`config.mk`:
```
export PLATFORM = sky130hd
export DESIGN_NAME = sd_cmd_engine
export DESIGN_NICKNAME = d
export VERILOG_FILES = /design/src/rtl/sd_cmd_pkg.sv /design/src/rtl/sd_cmd_crc7.sv /design/src/rtl/sd_cmd_resp_check.sv /design/src/rtl/sd_cmd_engine.sv
export SDC_FILE = /design/constraint.sdc
export NUM_CORES = 1
export LEC_CHECK = 0
export BUFFER_PORTS_ARGS = -buffer_cell sky130_fd_sc_hd__buf_4
export CAP_MARGIN = 40
export CORE_ASPECT_RATIO = 1.2
export CORE_MARGIN = 1.5
export CORE_UTILIZATION = 64
export CTS_CLUSTER_DIAMETER = 120
export DETAILED_ROUTE_END_ITERATION = 6
export HOLD_SLACK_MARGIN = 0.02
export PLACE_DENSITY = 0.86
export SETUP_SLACK_MARGIN = 0.2
export SYNTH_ARGS = -nofsm -noshare
export SYNTH_HDL_FRONTEND = slang
export SYNTH_SLANG_ARGS = --single-unit
```
`constraint.sdc`:
```
create_clock -name clk -period 11.15 [get_ports clk]
set_input_delay 1.115 -clock clk [delete_from_list [all_inputs] [get_ports clk]]
set_output_delay 1.115 -clock clk [all_outputs]
set_load 0.1 [all_outputs]
```
`src/rtl/sd_cmd_pkg.sv`:
```
package sd_cmd_pkg;

    typedef enum logic [2:0] {
        ST_IDLE,
        ST_SEND,
        ST_WAIT,
        ST_RECV,
        ST_CHECK,
        ST_BUSY,
        ST_INIT
    } cmd_state_t;

    typedef enum logic [1:0] {
        RSP_NONE       = 2'b00,
        RSP_LONG       = 2'b01,
        RSP_SHORT      = 2'b10,
        RSP_SHORT_BUSY = 2'b11
    } rsp_kind_t;

    // status bit positions
    localparam int STAT_CC   = 0;
    localparam int STAT_CTO  = 16;
    localparam int STAT_CCRC = 17;
    localparam int STAT_CEB  = 18;
    localparam int STAT_CIE  = 19;

    // command word field positions
    localparam int FLD_IDX_LO = 24;
    localparam int FLD_IDX_EN = 20;
    localparam int FLD_CRC_EN = 19;
    localparam int FLD_RSP_LO = 16;

endpackage

```
`src/rtl/sd_cmd_crc7.sv`:
```
module sd_cmd_crc7 #(
    parameter int NBITS = 40
) (
    input  logic [NBITS-1:0] bits_in,
    output logic [6:0]       crc_out
);

    // serial CRC7 (x^7 + x^3 + 1), first bit = MSB of bits_in
    always_comb begin
        logic [6:0] acc;
        logic       fb;
        acc = '0;
        for (int i = NBITS - 1; i >= 0; i--) begin
            fb  = bits_in[i] ^ acc[6];
            acc = {acc[5:0], 1'b0} ^ (fb ? 7'h09 : 7'h00);
        end
        crc_out = acc;
    end

endmodule

```
`src/rtl/sd_cmd_resp_check.sv`:
```
module sd_cmd_resp_check #(
    parameter int IDX_W   = 6,
    parameter int WORD_W  = 32,
    parameter int WORDS_W = 128
) (
    input  logic [WORDS_W+7:0]  frame,
    input  logic                is_long,
    input  logic [IDX_W-1:0]    exp_idx,
    output logic                crc_bad,
    output logic                end_bad,
    output logic                idx_bad,
    output logic [WORD_W-1:0]   short_word,
    output logic [WORDS_W-1:0]  long_words
);

    localparam int SHORT_W   = 2 + IDX_W + WORD_W + 8;
    localparam int SHORT_PAY = SHORT_W - 8;
    localparam int LONG_W    = WORDS_W + 8;
    localparam int LONG_PAY  = LONG_W - 16;

    logic [6:0] crc_short;
    logic [6:0] crc_long;

    sd_cmd_crc7 #(.NBITS(SHORT_PAY)) u_crc_short (
        .bits_in (frame[SHORT_W-1:8]),
        .crc_out (crc_short)
    );

    sd_cmd_crc7 #(.NBITS(LONG_PAY)) u_crc_long (
        .bits_in (frame[LONG_W-9:8]),
        .crc_out (crc_long)
    );

    always_comb begin
        end_bad    = ~frame[0];
        crc_bad    = is_long ? (crc_long != frame[7:1]) : (crc_short != frame[7:1]);
        idx_bad    = ~is_long && (frame[SHORT_W-3 -: IDX_W] != exp_idx);
        short_word = frame[SHORT_W-9 -: WORD_W];
        long_words = {{(WORDS_W-LONG_PAY){1'b0}}, frame[LONG_W-9:8]};
    end

endmodule

```
`src/rtl/sd_cmd_engine.sv`:
```
module sd_cmd_engine
    import sd_cmd_pkg::*;
#(
    parameter int IDX_W         = 6,
    parameter int WORD_W        = 32,
    parameter int RESP_WORDS    = 4,
    parameter int TIMEOUT_TICKS = 64,
    parameter int INIT_TICKS    = 80
) (
    input  logic                         clk,
    input  logic                         rst_n,
    input  logic                         sd_tick,
    input  logic                         cmd_wr,
    input  logic [31:0]                  cmd_word,
    input  logic                         arg_wr,
    input  logic [WORD_W-1:0]            arg_in,
    input  logic                         init_stream,
    input  logic                         cmd_in,
    input  logic                         card_busy_n,
    output logic                         cmd_out,
    output logic                         cmd_oe,
    output logic                         cmd_inhibit,
    output logic [31:0]                  status,
    output logic [RESP_WORDS*WORD_W-1:0] resp_regs
);

    localparam int WORDS_W = RESP_WORDS * WORD_W;
    localparam int TOKEN_W = 2 + IDX_W + WORD_W + 8;
    localparam int LONG_W  = WORDS_W + 8;
    localparam int CNT_MAX = (LONG_W > INIT_TICKS)
                           ? ((LONG_W > TIMEOUT_TICKS) ? LONG_W : TIMEOUT_TICKS)
                           : ((INIT_TICKS > TIMEOUT_TICKS) ? INIT_TICKS : TIMEOUT_TICKS);
    localparam int CNT_W   = $clog2(CNT_MAX + 1);

    localparam logic [CNT_W-1:0] TX_LAST    = CNT_W'(TOKEN_W - 1);
    localparam logic [CNT_W-1:0] INIT_LAST  = CNT_W'(INIT_TICKS - 1);
    localparam logic [CNT_W-1:0] TO_LAST    = CNT_W'(TIMEOUT_TICKS - 1);
    localparam logic [CNT_W-1:0] SHORT_LAST = CNT_W'(TOKEN_W - 1);
    localparam logic [CNT_W-1:0] LONG_LAST  = CNT_W'(LONG_W - 1);

    cmd_state_t           state, state_nx;
    rsp_kind_t            rsp_q;
    logic [TOKEN_W-1:0]   tx_sh;
    logic [LONG_W-1:0]    rx_sh;
    logic [CNT_W-1:0]     cnt;
    logic [WORD_W-1:0]    arg_q;
    logic [IDX_W-1:0]     idx_q;
    logic                 crc_en_q, idx_en_q;
    logic [31:0]          stat_q;
    logic [WORDS_W-1:0]   resp_q;

    // token assembly
    logic [IDX_W-1:0]     new_idx;
    logic [WORD_W-1:0]    new_arg;
    logic [TOKEN_W-9:0]   tok_body;
    logic [6:0]           tok_crc;
    logic [TOKEN_W-1:0]   token;

    assign new_idx  = cmd_word[FLD_IDX_LO +: IDX_W];
    assign new_arg  = arg_wr ? arg_in : arg_q;
    assign tok_body = {2'b01, new_idx, new_arg};
    assign token    = {tok_body, tok_crc, 1'b1};

    sd_cmd_crc7 #(.NBITS(TOKEN_W - 8)) u_tx_crc (
        .bits_in (tok_body),
        .crc_out (tok_crc)
    );

    // response evaluation
    logic                 crc_bad, end_bad, idx_bad;
    logic [WORD_W-1:0]    short_word;
    logic [WORDS_W-1:0]   long_words;
    logic                 is_long;
    logic [CNT_W-1:0]     rx_last;

    assign is_long = (rsp_q == RSP_LONG);
    assign rx_last = is_long ? LONG_LAST : SHORT_LAST;

    sd_cmd_resp_check #(.IDX_W(IDX_W), .WORD_W(WORD_W), .WORDS_W(WORDS_W)) u_check (
        .frame      (rx_sh),
        .is_long    (is_long),
        .exp_idx    (idx_q),
        .crc_bad    (crc_bad),
        .end_bad    (end_bad),
        .idx_bad    (idx_bad),
        .short_word (short_word),
        .long_words (long_words)
    );

    // command word bits with no meaning for this engine
    logic unused_fields;
    assign unused_fields = ^{cmd_word[31:30], cmd_word[23:21], cmd_word[18], cmd_word[15:0]};

    // next-state logic
    always_comb begin
        state_nx = state;
        unique case (state)
            ST_IDLE:  if (cmd_wr) state_nx = init_stream ? ST_INIT : ST_SEND;
            ST_SEND:  if (sd_tick && cnt == '0)
                          state_nx = (rsp_q == RSP_NONE) ? ST_IDLE : ST_WAIT;
            ST_WAIT:  if (sd_tick) begin
                          if (!cmd_in)             state_nx = ST_RECV;
                          else if (cnt == TO_LAST) state_nx = ST_IDLE;
                      end
            ST_RECV:  if (sd_tick && cnt == rx_last) state_nx = ST_CHECK;
            ST_CHECK: state_nx = (rsp_q == RSP_SHORT_BUSY) ? ST_BUSY : ST_IDLE;
            ST_BUSY:  if (sd_tick && card_busy_n) state_nx = ST_IDLE;
            ST_INIT:  if (sd_tick && cnt == '0) state_nx = ST_IDLE;
            default:  state_nx = ST_IDLE;
        endcase
    end

    // state register and datapath
    always_ff @(posedge clk or negedge rst_n) begin
        if (!rst_n) begin
            state    <= ST_IDLE;
            rsp_q    <= RSP_NONE;
            tx_sh    <= '0;
            rx_sh    <= '0;
            cnt      <= '0;
            arg_q    <= '0;
            idx_q    <= '0;
            crc_en_q <= 1'b0;
            idx_en_q <= 1'b0;
            stat_q   <= '0;
            resp_q   <= '0;
        end else begin
            state <= state_nx;
            if (arg_wr) arg_q <= arg_in;
            unique case (state)
                ST_IDLE: if (cmd_wr) begin
                    stat_q   <= '0;
                    idx_q    <= new_idx;
                    rsp_q    <= rsp_kind_t'(cmd_word[FLD_RSP_LO +: 2]);
                    crc_en_q <= cmd_word[FLD_CRC_EN];
                    idx_en_q <= cmd_word[FLD_IDX_EN];
                    tx_sh    <= token;
                    cnt      <= init_stream ? INIT_LAST : TX_LAST;
                end
                ST_SEND: if (sd_tick) begin
                    if (cnt == '0) begin
                        if (rsp_q == RSP_NONE) stat_q[STAT_CC] <= 1'b1;
                    end else begin
                        cnt   <= cnt - 1'b1;
                        tx_sh <= {tx_sh[TOKEN_W-2:0], 1'b0};
                    end
                end
                ST_WAIT: if (sd_tick) begin
                    rx_sh <= {rx_sh[LONG_W-2:0], cmd_in};
                    if (!cmd_in)             cnt <= CNT_W'(1);
                    else if (cnt == TO_LAST) stat_q[STAT_CTO] <= 1'b1;
                    else                     cnt <= cnt + 1'b1;
                end
                ST_RECV: if (sd_tick) begin
                    rx_sh <= {rx_sh[LONG_W-2:0], cmd_in};
                    cnt   <= cnt + 1'b1;
                end
                ST_CHECK: begin
                    stat_q[STAT_CCRC] <= crc_en_q & crc_bad;
                    stat_q[STAT_CEB]  <= end_bad;
                    stat_q[STAT_CIE]  <= idx_en_q & idx_bad;
                    if (rsp_q != RSP_SHORT_BUSY) stat_q[STAT_CC] <= 1'b1;
                    if (is_long) resp_q <= long_words;
                    else         resp_q[WORD_W-1:0] <= short_word;
                end
                ST_BUSY: if (sd_tick && card_busy_n) stat_q[STAT_CC] <= 1'b1;
                ST_INIT: if (sd_tick) begin
                    if (cnt == '0) stat_q[STAT_CC] <= 1'b1;
                    else           cnt <= cnt - 1'b1;
                end
                default: ;
            endcase
        end
    end

    // outputs
    always_comb begin
        cmd_oe      = (state == ST_SEND) || (state == ST_INIT);
        cmd_out     = (state == ST_SEND) ? tx_sh[TOKEN_W-1] : 1'b1;
        cmd_inhibit = (state != ST_IDLE);
        status      = stat_q;
        resp_regs   = resp_q;
    end

endmodule

```
==> impl_metrics.csv <==
group,metric,value,unit
outcome,outcome,"finished, final reports clean",
worst_setup_path,cp-start-kind,"flop",
worst_setup_path,cp_max_fo,7,
place,pre_cts_ws,5.38,ns
sta,clock-skew-final,0.0178,ns
route,drcViolationCount,0,
power,p_leak,11.1,nW
worst_setup_path,rr_startpoint,"rx_sh[122]",
yosys,async_reset_ff_share,100,%
grt,grt-ovfl-total,0,
yosys,synth-edff-count,0,
route,antenna_left,0,
worst_setup_path,crit_buf_inv,0,
yosys,ys_types,59,
layout,nNetsFinal,1759,
worst_setup_path,crit_start,"rx_sh[122]",
worst_setup_path,critical_path_depth,14,
sta,relSlewSlack,43.0,%
floorplan,initial_core_util,64.8,%
place,io_buffers,177,
floorplan,die_x,161,microns
clock_tree,cts_buffer_depth,3,
floorplan,row_count,69,
worst_hold_path,hp-class,"flop to flop",
sta,rsz0062_at_grt,"false",
sta,max_freq,174,MHz
route,wl_per_cell,18.5,microns
grt,grt_pass1_wl,63400,microns
worst_setup_path,crit_required,11.52,ns
sta,fin_crit,5.76,ns
layout,area_growth,14.6,%
yosys,synthFlopType,"dfrtp_1",
worst_setup_path,end_kind,"flop",
layout,drive_gt1_share,31.2,%
clock_tree,postCtsSetupBuffers,0,
place,dpl.hpwl,27200,microns
worst_setup_path,worstSetupPathType,"flop to flop",
worst_setup_path,crit_path_frequent_cell,"xnor3_2",
clock_tree,hold_buffers,0,
worst_setup_path,rr_endpoint,"status[17]",
worst_setup_path,path_cells,"xnor3_2 > xnor2_1 > xor3_2 > xnor3_2 > xnor3_2 > xnor3_2 > xnor2_4 > xnor2_2 > xor2_1 > xnor3_1 > xnor3_1 > o31a_1 > nor4_2 > a41oi_1",
route,drt_iter0_drc,637,
clock_tree,cts_root_buf,"clkbuf_16",
power,finalPower,4.26,mW
sta,setup_viol,0,
route,drtPass1Iterations,5,
worst_setup_path,cpLargestDelayFamily,"XOR/XNOR gates",
power,peakVddDrop,0.248,mV
floorplan,dieArea,0.0309,sq mm
yosys,syn_avg_cell_area,12.4,sq um
grt,grt_max_degree,96,
sta,hold_viol,0,
floorplan,core-area,0.0294,sq mm
sta,setup_slack,5.39,ns
floorplan,ioPinCount,235,
clock_tree,clock_sinks,354,
grt,grtUsageTotal,25.9,%
clock_tree,clk_pin_slew,0.06,ns
run,maxCapViolations,0,
worst_setup_path,rr_worst_depth,14,
worst_setup_path,cp_slowest_stage_delay,0.58,ns
layout,mostFrequentLayoutCell,"dfrtp_1",
route,dr_total_vias,11614,
sta,timing.final.crit_share,51.7,%
yosys,synth_area,0.0191,sq mm
floorplan,dieHeight,192,microns
grt,antenna_found_initial,0,
sta,worst_slew_pin_slew,0.855,ns
power,power_density,195,mW/mm^2
grt,grt_pass1_vias,11971,
layout,finish.utilization,74.2,%
sta,slew_violations,0,
yosys,yosysWarnings,0,
clock_tree,cts.repair.resized,0,
clock_tree,cts_tree,"yes",
sta,setup_tns,0,ns
layout,n_fill_cell,1933,
worst_setup_path,crit_path_end,"status[17]",
layout,final_cell_mix,"354 x dfrtp_1, 256 x mux2_2, 223 x xnor2_1, 185 x buf_4, 82 x nand2_1",
route,wirelength,38900,microns
yosys,synthCells,1538,
route,vias_per_cell,5.53,
worst_setup_path,cp_slowest_cell,"xnor3_2",
worst_setup_path,r2r_slack,5.39,ns
worst_setup_path,arrival,6.13,ns
layout,antennaDiodeCount,0,
clock_tree,htree_levels,2,
place,gp_congestion,0.882,
yosys,ys_seq_elements,354,
clock_tree,numCtsBuffers,36,
yosys,synth.yosys.seq_area_share,46.4,%
clock_tree,insertion_delay,0.53,ns
==> worst min-delay path by stage <==
stage / slack, ns / startpoint / depth (start not counted) / endpoint
finish: 0.48 / tx_sh[33] / 2 / tx_sh[33]
global route: 0.51 / tx_sh[29] / 2 / tx_sh[29]
CTS: 0.49 / tx_sh[30] / 2 / tx_sh[30]
detailed placement: 0.47 / tx_sh[0] / 1 / tx_sh[0]
global placement: 0.46 / tx_sh[47] / 2 / tx_sh[47]
floorplan: 0.44 / tx_sh[47] / 2 / tx_sh[47]
==> flip-flops by register name (all words and copies together) (netlist names) <==
signal,count
resp_regs,120
status,5
tx_sh,48
rx_sh,128
state,3
idx_en_q,1
idx_q,6
cnt,8
arg_q,32
rsp_q,2
crc_en_q,1
==> tightest hold or removal path, delay by kind of cell (launching register included) <==
family	cells	cell delay (ns)
flops	1	0.34
compound gates	1	0.06
simple gates	1	0.04
==> kinds of logic (layout without fill, tap and decap cells) <==
| group | Yosys count | in the layout | synth area share (%) |
|---|---|---|---|
| XOR/XNOR | 377 | 377 | 23.1 |
| flip-flops | 354 | 354 | 46.4 |
| multiplexers | 297 | 297 | 17.3 |
| AND/OR/NAND/NOR | 180 | 180 | 4.11 |
| AO/OA/AOI/OAI | 170 | 170 | 5.07 |
| buffers and inverters | 156 | 293 | 3.77 |
| adder cells (fa/ha/maj) | 3 | 3 | 0.197 |
| other | 1 | 35 | 0.0197 |
==> cells in the mapped netlist, types with 6 or more instances <==
cell / count / area share (%)
clkbuf_1: 66 / 1.3
xor3_1: 9 / 1.1
a31oi_1: 6 / 0.20
nand3_1: 8 / 0.21
mux2i_1: 41 / 2.2
nand2_1: 84 / 1.7
inv_1: 41 / 0.81
buf_4: 35 / 1.4
xnor3_2: 14 / 1.7
dfrtp_1: 354 / 46
nor3_1: 7 / 0.18
xnor3_1: 43 / 5.1
a21oi_1: 56 / 1.5
xor2_1: 74 / 3.4
nor2b_1: 8 / 0.26
xnor2_1: 223 / 10
mux2_2: 256 / 15
nor2_1: 52 / 1.0
o21ai_0: 73 / 1.9
buf_1: 12 / 0.24
==> power by group <==
group	internal, mW	switching [mW]	leakage [nW]	total, mW
Clock	0.754	0.503	0.592	1.26
Combinational	0.567	0.855	5.73	1.42
Sequential	1.44	0.145	4.76	1.58
==> stage by stage <==
step	hold WS, ns	area [sq um]	std cells
after CTS	0.485	21900	2099
after detailed placement	0.470	20600	2036
after global placement	0.457	20600	2033
after floorplan	0.441	19200	1572
final	0.484	21900	2099
after global routing	0.506	21900	2099
==> layout make-up <==
cell class	instances	area, sq um	area share [%]
multi-input cells	1062	9660	44.2
flip-flops and latches	354	8860	40.5
repair buffers	189	1490	6.80
clock buffers	47	963	4.41
well taps	390	488	2.23
clock inverters	16	250	1.14
inverters	41	154	0.704
==> routing by layer <==
metal  part of all wire [%]  vias up  GRT usage, %
met3                    3.8       57          3.48
met1                     40     5834          32.4
met5                      0        -             0
li1                       -     5446             -
met4                    2.1        0          7.01
met2                     54      277          47.3
No activity file was read; power rests on OpenSTA's default activity.
